## config.mk

```make
export PLATFORM = sky130hd
export DESIGN_NAME = cms_sequencer
export DESIGN_NICKNAME = d
export VERILOG_FILES = /design/src/rtl/cms_pkg.sv /design/src/rtl/cms_ctrl.sv /design/src/rtl/cms_datapath.sv /design/src/rtl/cms_sequencer.sv
export SDC_FILE = /design/constraint.sdc
export NUM_CORES = 1
export LEC_CHECK = 0
export BUFFER_PORTS_ARGS = -buffer_cell sky130_fd_sc_hd__buf_2
export CORE_MARGIN = 2
export CORE_UTILIZATION = 43
export CTS_BUF_LIST = sky130_fd_sc_hd__clkbuf_16
export DETAILED_ROUTE_END_ITERATION = 8
export SETUP_SLACK_MARGIN = 0.2
export SYNTH_ARGS = -nofsm -noshare
export SYNTH_HDL_FRONTEND = slang
export SYNTH_HIERARCHICAL = 1
export SYNTH_SLANG_ARGS = --single-unit
export TNS_END_PERCENT = 5
```

## constraint.sdc

```tcl
create_clock -name clk -period 3.6 [get_ports clk]
set_input_delay 0.18 -clock clk [delete_from_list [all_inputs] [get_ports clk]]
set_output_delay 0.18 -clock clk [all_outputs]
set_load 0.005 [all_outputs]
```

## src/rtl/cms_pkg.sv

```systemverilog
package cms_pkg;

  typedef enum logic [3:0] {
    ST_IDLE,
    ST_INT_RST,
    ST_PH1,
    ST_PH1_TAIL,
    ST_PH2,
    ST_PH2_TAIL,
    ST_CONV_REQ,
    ST_CONV_WAIT,
    ST_GAP,
    ST_FINISH
  } seqState_t;

  typedef struct packed {
    logic capRst;
    logic capSig;
    logic publish;
  } dpCtrl_t;

endpackage

```

## src/rtl/cms_ctrl.sv

```systemverilog
module cms_ctrl
  import cms_pkg::*;
#(
  parameter int M_W        = 8,
  parameter int GAP_W      = 9,
  parameter int RST_CLKS   = 2,
  parameter int PHASE_CLKS = 2
) (
  input  logic             clk,
  input  logic             rstN,
  input  logic             startReq,
  input  logic [M_W-1:0]   sampleCount,
  input  logic [GAP_W-1:0] gapLen,
  input  logic             adcDone,
  output logic             phiRst,
  output logic             phi1,
  output logic             phi1d,
  output logic             phi2,
  output logic             phi2d,
  output logic             pixRst,
  output logic             pixTx,
  output logic             adcStart,
  output logic             busy,
  output dpCtrl_t          dpCtl
);

  localparam int GAP_MAX = (1 << GAP_W);
  localparam int SUB_MAX = (GAP_MAX > RST_CLKS) ?
                           ((GAP_MAX > PHASE_CLKS) ? GAP_MAX : PHASE_CLKS) :
                           ((RST_CLKS > PHASE_CLKS) ? RST_CLKS : PHASE_CLKS);
  localparam int SUB_W   = $clog2(SUB_MAX + 1);

  seqState_t        state;
  logic [SUB_W-1:0] subCnt;
  logic [M_W-1:0]   sampCnt;
  logic [M_W-1:0]   mReg;
  logic [GAP_W-1:0] gapReg;
  logic             level;

  always_ff @(posedge clk) begin
    if (!rstN) begin
      state   <= ST_IDLE;
      subCnt  <= '0;
      sampCnt <= '0;
      mReg    <= M_W'(1);
      gapReg  <= GAP_W'(1);
      level   <= 1'b0;
    end else begin
      unique case (state)
        ST_IDLE: begin
          if (startReq) begin
            state  <= ST_INT_RST;
            subCnt <= '0;
            level  <= 1'b0;
            mReg   <= (sampleCount == '0) ? M_W'(1) : sampleCount;
            gapReg <= (gapLen == '0) ? GAP_W'(1) : gapLen;
          end
        end
        ST_INT_RST: begin
          if (subCnt == SUB_W'(RST_CLKS - 1)) begin
            state   <= ST_PH1;
            subCnt  <= '0;
            sampCnt <= '0;
          end else begin
            subCnt <= subCnt + 1'b1;
          end
        end
        ST_PH1: begin
          if (subCnt == SUB_W'(PHASE_CLKS - 1)) begin
            state  <= ST_PH1_TAIL;
            subCnt <= '0;
          end else begin
            subCnt <= subCnt + 1'b1;
          end
        end
        ST_PH1_TAIL: state <= ST_PH2;
        ST_PH2: begin
          if (subCnt == SUB_W'(PHASE_CLKS - 1)) begin
            state  <= ST_PH2_TAIL;
            subCnt <= '0;
          end else begin
            subCnt <= subCnt + 1'b1;
          end
        end
        ST_PH2_TAIL: begin
          if (sampCnt == mReg - 1'b1) begin
            state <= ST_CONV_REQ;
          end else begin
            sampCnt <= sampCnt + 1'b1;
            state   <= ST_PH1;
          end
        end
        ST_CONV_REQ: state <= ST_CONV_WAIT;
        ST_CONV_WAIT: begin
          if (adcDone) begin
            subCnt <= '0;
            state  <= level ? ST_FINISH : ST_GAP;
          end
        end
        ST_GAP: begin
          if (subCnt == SUB_W'(gapReg - 1'b1)) begin
            state   <= ST_PH1;
            level   <= 1'b1;
            subCnt  <= '0;
            sampCnt <= '0;
          end else begin
            subCnt <= subCnt + 1'b1;
          end
        end
        ST_FINISH: state <= ST_IDLE;
        default:   state <= ST_IDLE;
      endcase
    end
  end

  always_comb begin
    phiRst   = (state == ST_INT_RST) || (state == ST_GAP);
    pixRst   = (state == ST_INT_RST);
    pixTx    = (state == ST_GAP);
    phi1     = (state == ST_PH1);
    phi1d    = (state == ST_PH1) || (state == ST_PH1_TAIL);
    phi2     = (state == ST_PH2);
    phi2d    = (state == ST_PH2) || (state == ST_PH2_TAIL);
    adcStart = (state == ST_CONV_REQ);
    busy     = (state != ST_IDLE);
    dpCtl.capRst  = (state == ST_CONV_WAIT) && adcDone && !level;
    dpCtl.capSig  = (state == ST_CONV_WAIT) && adcDone && level;
    dpCtl.publish = (state == ST_FINISH);
  end

endmodule

```

## src/rtl/cms_datapath.sv

```systemverilog
module cms_datapath
  import cms_pkg::*;
#(
  parameter int CODE_W = 12
) (
  input  logic                     clk,
  input  logic                     rstN,
  input  dpCtrl_t                  dpCtl,
  input  logic [CODE_W-1:0]        adcCode,
  output logic                     resultValid,
  output logic signed [CODE_W:0]   result
);

  logic [CODE_W-1:0] rstCode;
  logic [CODE_W-1:0] sigCode;

  always_ff @(posedge clk) begin
    if (!rstN) begin
      rstCode     <= '0;
      sigCode     <= '0;
      result      <= '0;
      resultValid <= 1'b0;
    end else begin
      if (dpCtl.capRst) rstCode <= adcCode;
      if (dpCtl.capSig) sigCode <= adcCode;
      resultValid <= dpCtl.publish;
      if (dpCtl.publish) begin
        result <= $signed({1'b0, sigCode}) - $signed({1'b0, rstCode});
      end
    end
  end

endmodule

```

## src/rtl/cms_sequencer.sv

```systemverilog
module cms_sequencer
  import cms_pkg::*;
#(
  parameter int CODE_W     = 12,
  parameter int M_W        = 8,
  parameter int GAP_W      = 9,
  parameter int RST_CLKS   = 2,
  parameter int PHASE_CLKS = 2
) (
  input  logic                   clk,
  input  logic                   rstN,
  input  logic                   startReq,
  input  logic [M_W-1:0]         sampleCount,
  input  logic [GAP_W-1:0]       gapLen,
  input  logic                   adcDone,
  input  logic [CODE_W-1:0]      adcCode,
  output logic                   phiRst,
  output logic                   phi1,
  output logic                   phi1d,
  output logic                   phi2,
  output logic                   phi2d,
  output logic                   pixRst,
  output logic                   pixTx,
  output logic                   adcStart,
  output logic                   busy,
  output logic                   resultValid,
  output logic signed [CODE_W:0] result
);

  dpCtrl_t dpCtl;

  cms_ctrl #(
    .M_W        (M_W),
    .GAP_W      (GAP_W),
    .RST_CLKS   (RST_CLKS),
    .PHASE_CLKS (PHASE_CLKS)
  ) u_ctrl (
    .clk         (clk),
    .rstN        (rstN),
    .startReq    (startReq),
    .sampleCount (sampleCount),
    .gapLen      (gapLen),
    .adcDone     (adcDone),
    .phiRst      (phiRst),
    .phi1        (phi1),
    .phi1d       (phi1d),
    .phi2        (phi2),
    .phi2d       (phi2d),
    .pixRst      (pixRst),
    .pixTx       (pixTx),
    .adcStart    (adcStart),
    .busy        (busy),
    .dpCtl       (dpCtl)
  );

  cms_datapath #(
    .CODE_W (CODE_W)
  ) u_dp (
    .clk         (clk),
    .rstN        (rstN),
    .dpCtl       (dpCtl),
    .adcCode     (adcCode),
    .resultValid (resultValid),
    .result      (result)
  );

endmodule

```

==> summary.txt <==
outcome: finished clean
vias: 4,248
post-synthesis cell type count: 67
top-area cell type share of the netlist area: 34.1%
Layout Area Growth over Synthesis: 14.8%
Sum Neg Setup Slack: 0 ps
Die Ht: 107 microns
worst-skew pair later-pin latency: 330 ps
share of cells above drive strength 1: 14.2%
CP startpoint kind: register
Peak Freq: 333 MHz
Crit-path slowest cell: a2111o_1
total track usage: 20.8%
# rows: 37
largest net degree at the start of global routing: 23
# DRC: 0
Lkg Pwr: 2.14 nW
Nets: 666
Seq/Total Area, Yosys: 34.1%
worst r2r src: u_ctrl/gapReg[2]
DP Wirelength: 8.33 mm
hold_ws: 96.1 ps
Remaining Overflow, GRT: 0
IO Pins: 56
most frequent cell after synthesis: dfxtp_1
Final Hold Viols: 0
# Max-Cap Violations: 0
WL/cell: 15.0 microns
Final Max Tran Viols: 0
initial antenna violation count: 0
clock root buffer: clkbuf_16
r2r endpoint: u_ctrl/sampCnt[5]
Die X: 107 microns
drt initial violations: 299
CP required: 3790 ps
Main synth FF type: dfxtp_1
Synth Net Count: 620
Min-Delay Endpoint: u_ctrl/mReg[4]
routed vias/inst: 5.62
FF+latch count, synth: 78
cell area after synthesis: 0.00458 sq mm
Routed WL: 11.4 mm
CORE AREA: 0.0103 sq mm
Crit. End Element: register
CP Class: register to register
power per cell area: 504 mW/mm^2
FF-to-FF path depth: 6
Gate Count Post-Synth: 569
worst path arrival time: 3190 ps
most common library cells after synthesis: dfxtp_1 (78), nor2_1 (64), nand2_1 (57), inv_1 (34), a21oi_1 (33)
First-pass DRT Iterations: 5
Max Root-Sink Buffers: 2
Max-slew headroom: 52.8%
Placer Congestion: 0.862
TritonCTS clock tree: yes
fin crit share: 83.4%
hold path depth: 3
Final Critical Period: 3000 ps
Post-CTS Resized: 0
Clock Skews: 4.05 ps
CP dominant cell by count: a2111o_1
number of enable flip-flop cells after synthesis: 0
Worst-Margin Slew: 701 ps
top cell type by total area after synthesis: dfxtp_1
port bufs: 55
setup slack, reg-to-reg: 600 ps
antenna cells: 0
first-pass GRT wire length: 19.4 mm
hold buffers post-CTS: 0
Die ar.: 0.0115 sq mm
H-tree levels: 3
Hold Path Class: primary input to register
total CTS buffers: 9
setup bufs post-CTS: 0
Worst path max stage delay: 570 ps
clock transition at the registers of the reported paths: 60 ps
HP Start: sampleCount[4]
CTS sink cnt: 78
RSZ-0062 raised after global routing: false
top post-synthesis cells by area: dfxtp_1 (34%), mux2i_1 (6.1%), nor2_1 (5.2%)
YS warnings: 6
Synth async-reset ratio: 0%
Max VDD drop: 0.000217 V
crit-path max FO: 8
Final Setup Violations: 0
vias in the first global route: 4,005
syn_area_per_cell: 8.04 sq um
Detail Route Antenna Nets: 0
Starting Density: 44.3%
Cell Chain, Critical Path: or3_1 > or4_1 > a2111o_1 > a2111o_1 > a211oi_4 > o21ai_0
## worst max-delay path: cells and delay by family (launching register included)
| kind | cells | cell delay (ps) |
|---|---|---|
| compound gates | 4 | 1650 |
| simple gates | 2 | 870 |
| flops | 1 | 350 |
## through the flow
step,cells,cell area [sq um],utilization (%),setup slack [ps],total power [mW]
after floorplan,569,4580,-,906,1.51
after global placement,740,4950,47.9,659,1.71
after detailed placement,740,4950,47.9,582,1.72
after CTS,756,5250,50.9,584,2.66
after global routing,756,5250,50.9,386,2.81
final,756,5250,50.9,597,2.65
## flip-flops by register name (all words and copies together) (netlist names)
register and cells:
u_dp/result 13, u_ctrl/level 1, u_ctrl/gapReg 9, u_ctrl/state 4, u_ctrl/mReg 8, u_ctrl/subCnt 10
u_dp/rstCode 12, u_dp/sigCode 12, u_ctrl/sampCnt 8, u_dp/resultValid 1
## cell type report
| class | instances | area [sq um] |
|---|---|---|
| fill | 1007 | 5070 |
| multi-input combinational | 429 | 2750 |
| inverter | 34 | 128 |
| clock buffer | 9 | 225 |
| clock inverter | 7 | 81.3 |
| tap | 136 | 170 |
| timing repair buffer | 63 | 335 |
| sequential | 78 | 1560 |
## cells by family (layout without fill, tap and decap cells)
| kind of cell | Yosys count | count (layout) | synth area share, % |
|---|---|---|---|
| XOR/XNOR | 25 | 25 | 4.78 |
| flip-flops | 78 | 78 | 34.1 |
| AO/OA/AOI/OAI | 136 | 136 | 20.8 |
| AND/OR/NAND/NOR | 222 | 222 | 23.3 |
| buffers and inverters | 62 | 113 | 5.77 |
| adder cells (fa/ha/maj) | 18 | 18 | 5.08 |
| multiplexers | 28 | 28 | 6.12 |
## where the power goes
| part | switching (mW) | leakage, nW | internal [mW] |
|---|---|---|---|
| Sequential | 0.0975 | 0.631 | 0.917 |
| Combinational | 0.418 | 1.35 | 0.277 |
| Clock | 0.340 | 0.159 | 0.597 |
## per-layer routing
layer	track usage (%)	wire length, microns	vias up
li1	-	-	2135
met1	27.2	5290	1992
met2	35.3	5380	111
met3	4.13	592	10
met4	4.92	104	0
met5	0	0	-
## placed cells by master (no fill, tap or decap), types with 4 or more instances in the layout
master     Yosys  routed
dfxtp_1       78      78
nor2_1        64      64
nand2_1       57      57
buf_2          3      55
inv_1         34      36
a21oi_1       33      33
o21ai_0       29      29
mux2i_1       28      28
nand3_1       24      24
and3_1        18      18
ha_1          17      17
xor2_1        16      16
nor3_1        12      12
nand2b_1      12      12
clkbuf_16      0       9
xnor2_1        9       9
buf_4          0       8
nand4_1        7       7
o31ai_1        7       7
nor4_1         6       6
a32oi_1        6       6
and2_1         5       5
a31oi_1        5       5
a311oi_1       5       5
a211oi_1       5       5
o41ai_1        4       4
o211ai_1       4       4
## worst max-delay path by stage
| stage | from | to | slack [ps] | cells after the start |
|---|---|---|---|---|
| detailed placement | u_ctrl/gapReg[2] | u_ctrl/sampCnt[5] | 580 | 6 |
| CTS | u_ctrl/gapReg[2] | u_ctrl/sampCnt[5] | 580 | 6 |
| finish | u_ctrl/gapReg[2] | u_ctrl/sampCnt[5] | 600 | 6 |
| floorplan | u_ctrl/gapReg[2] | u_ctrl/subCnt[3] | 910 | 7 |
| global placement | u_ctrl/gapReg[2] | u_ctrl/sampCnt[1] | 660 | 6 |
| global route | u_ctrl/gapReg[2] | u_ctrl/sampCnt[1] | 390 | 6 |
Power figures use the tool's default switching activity.
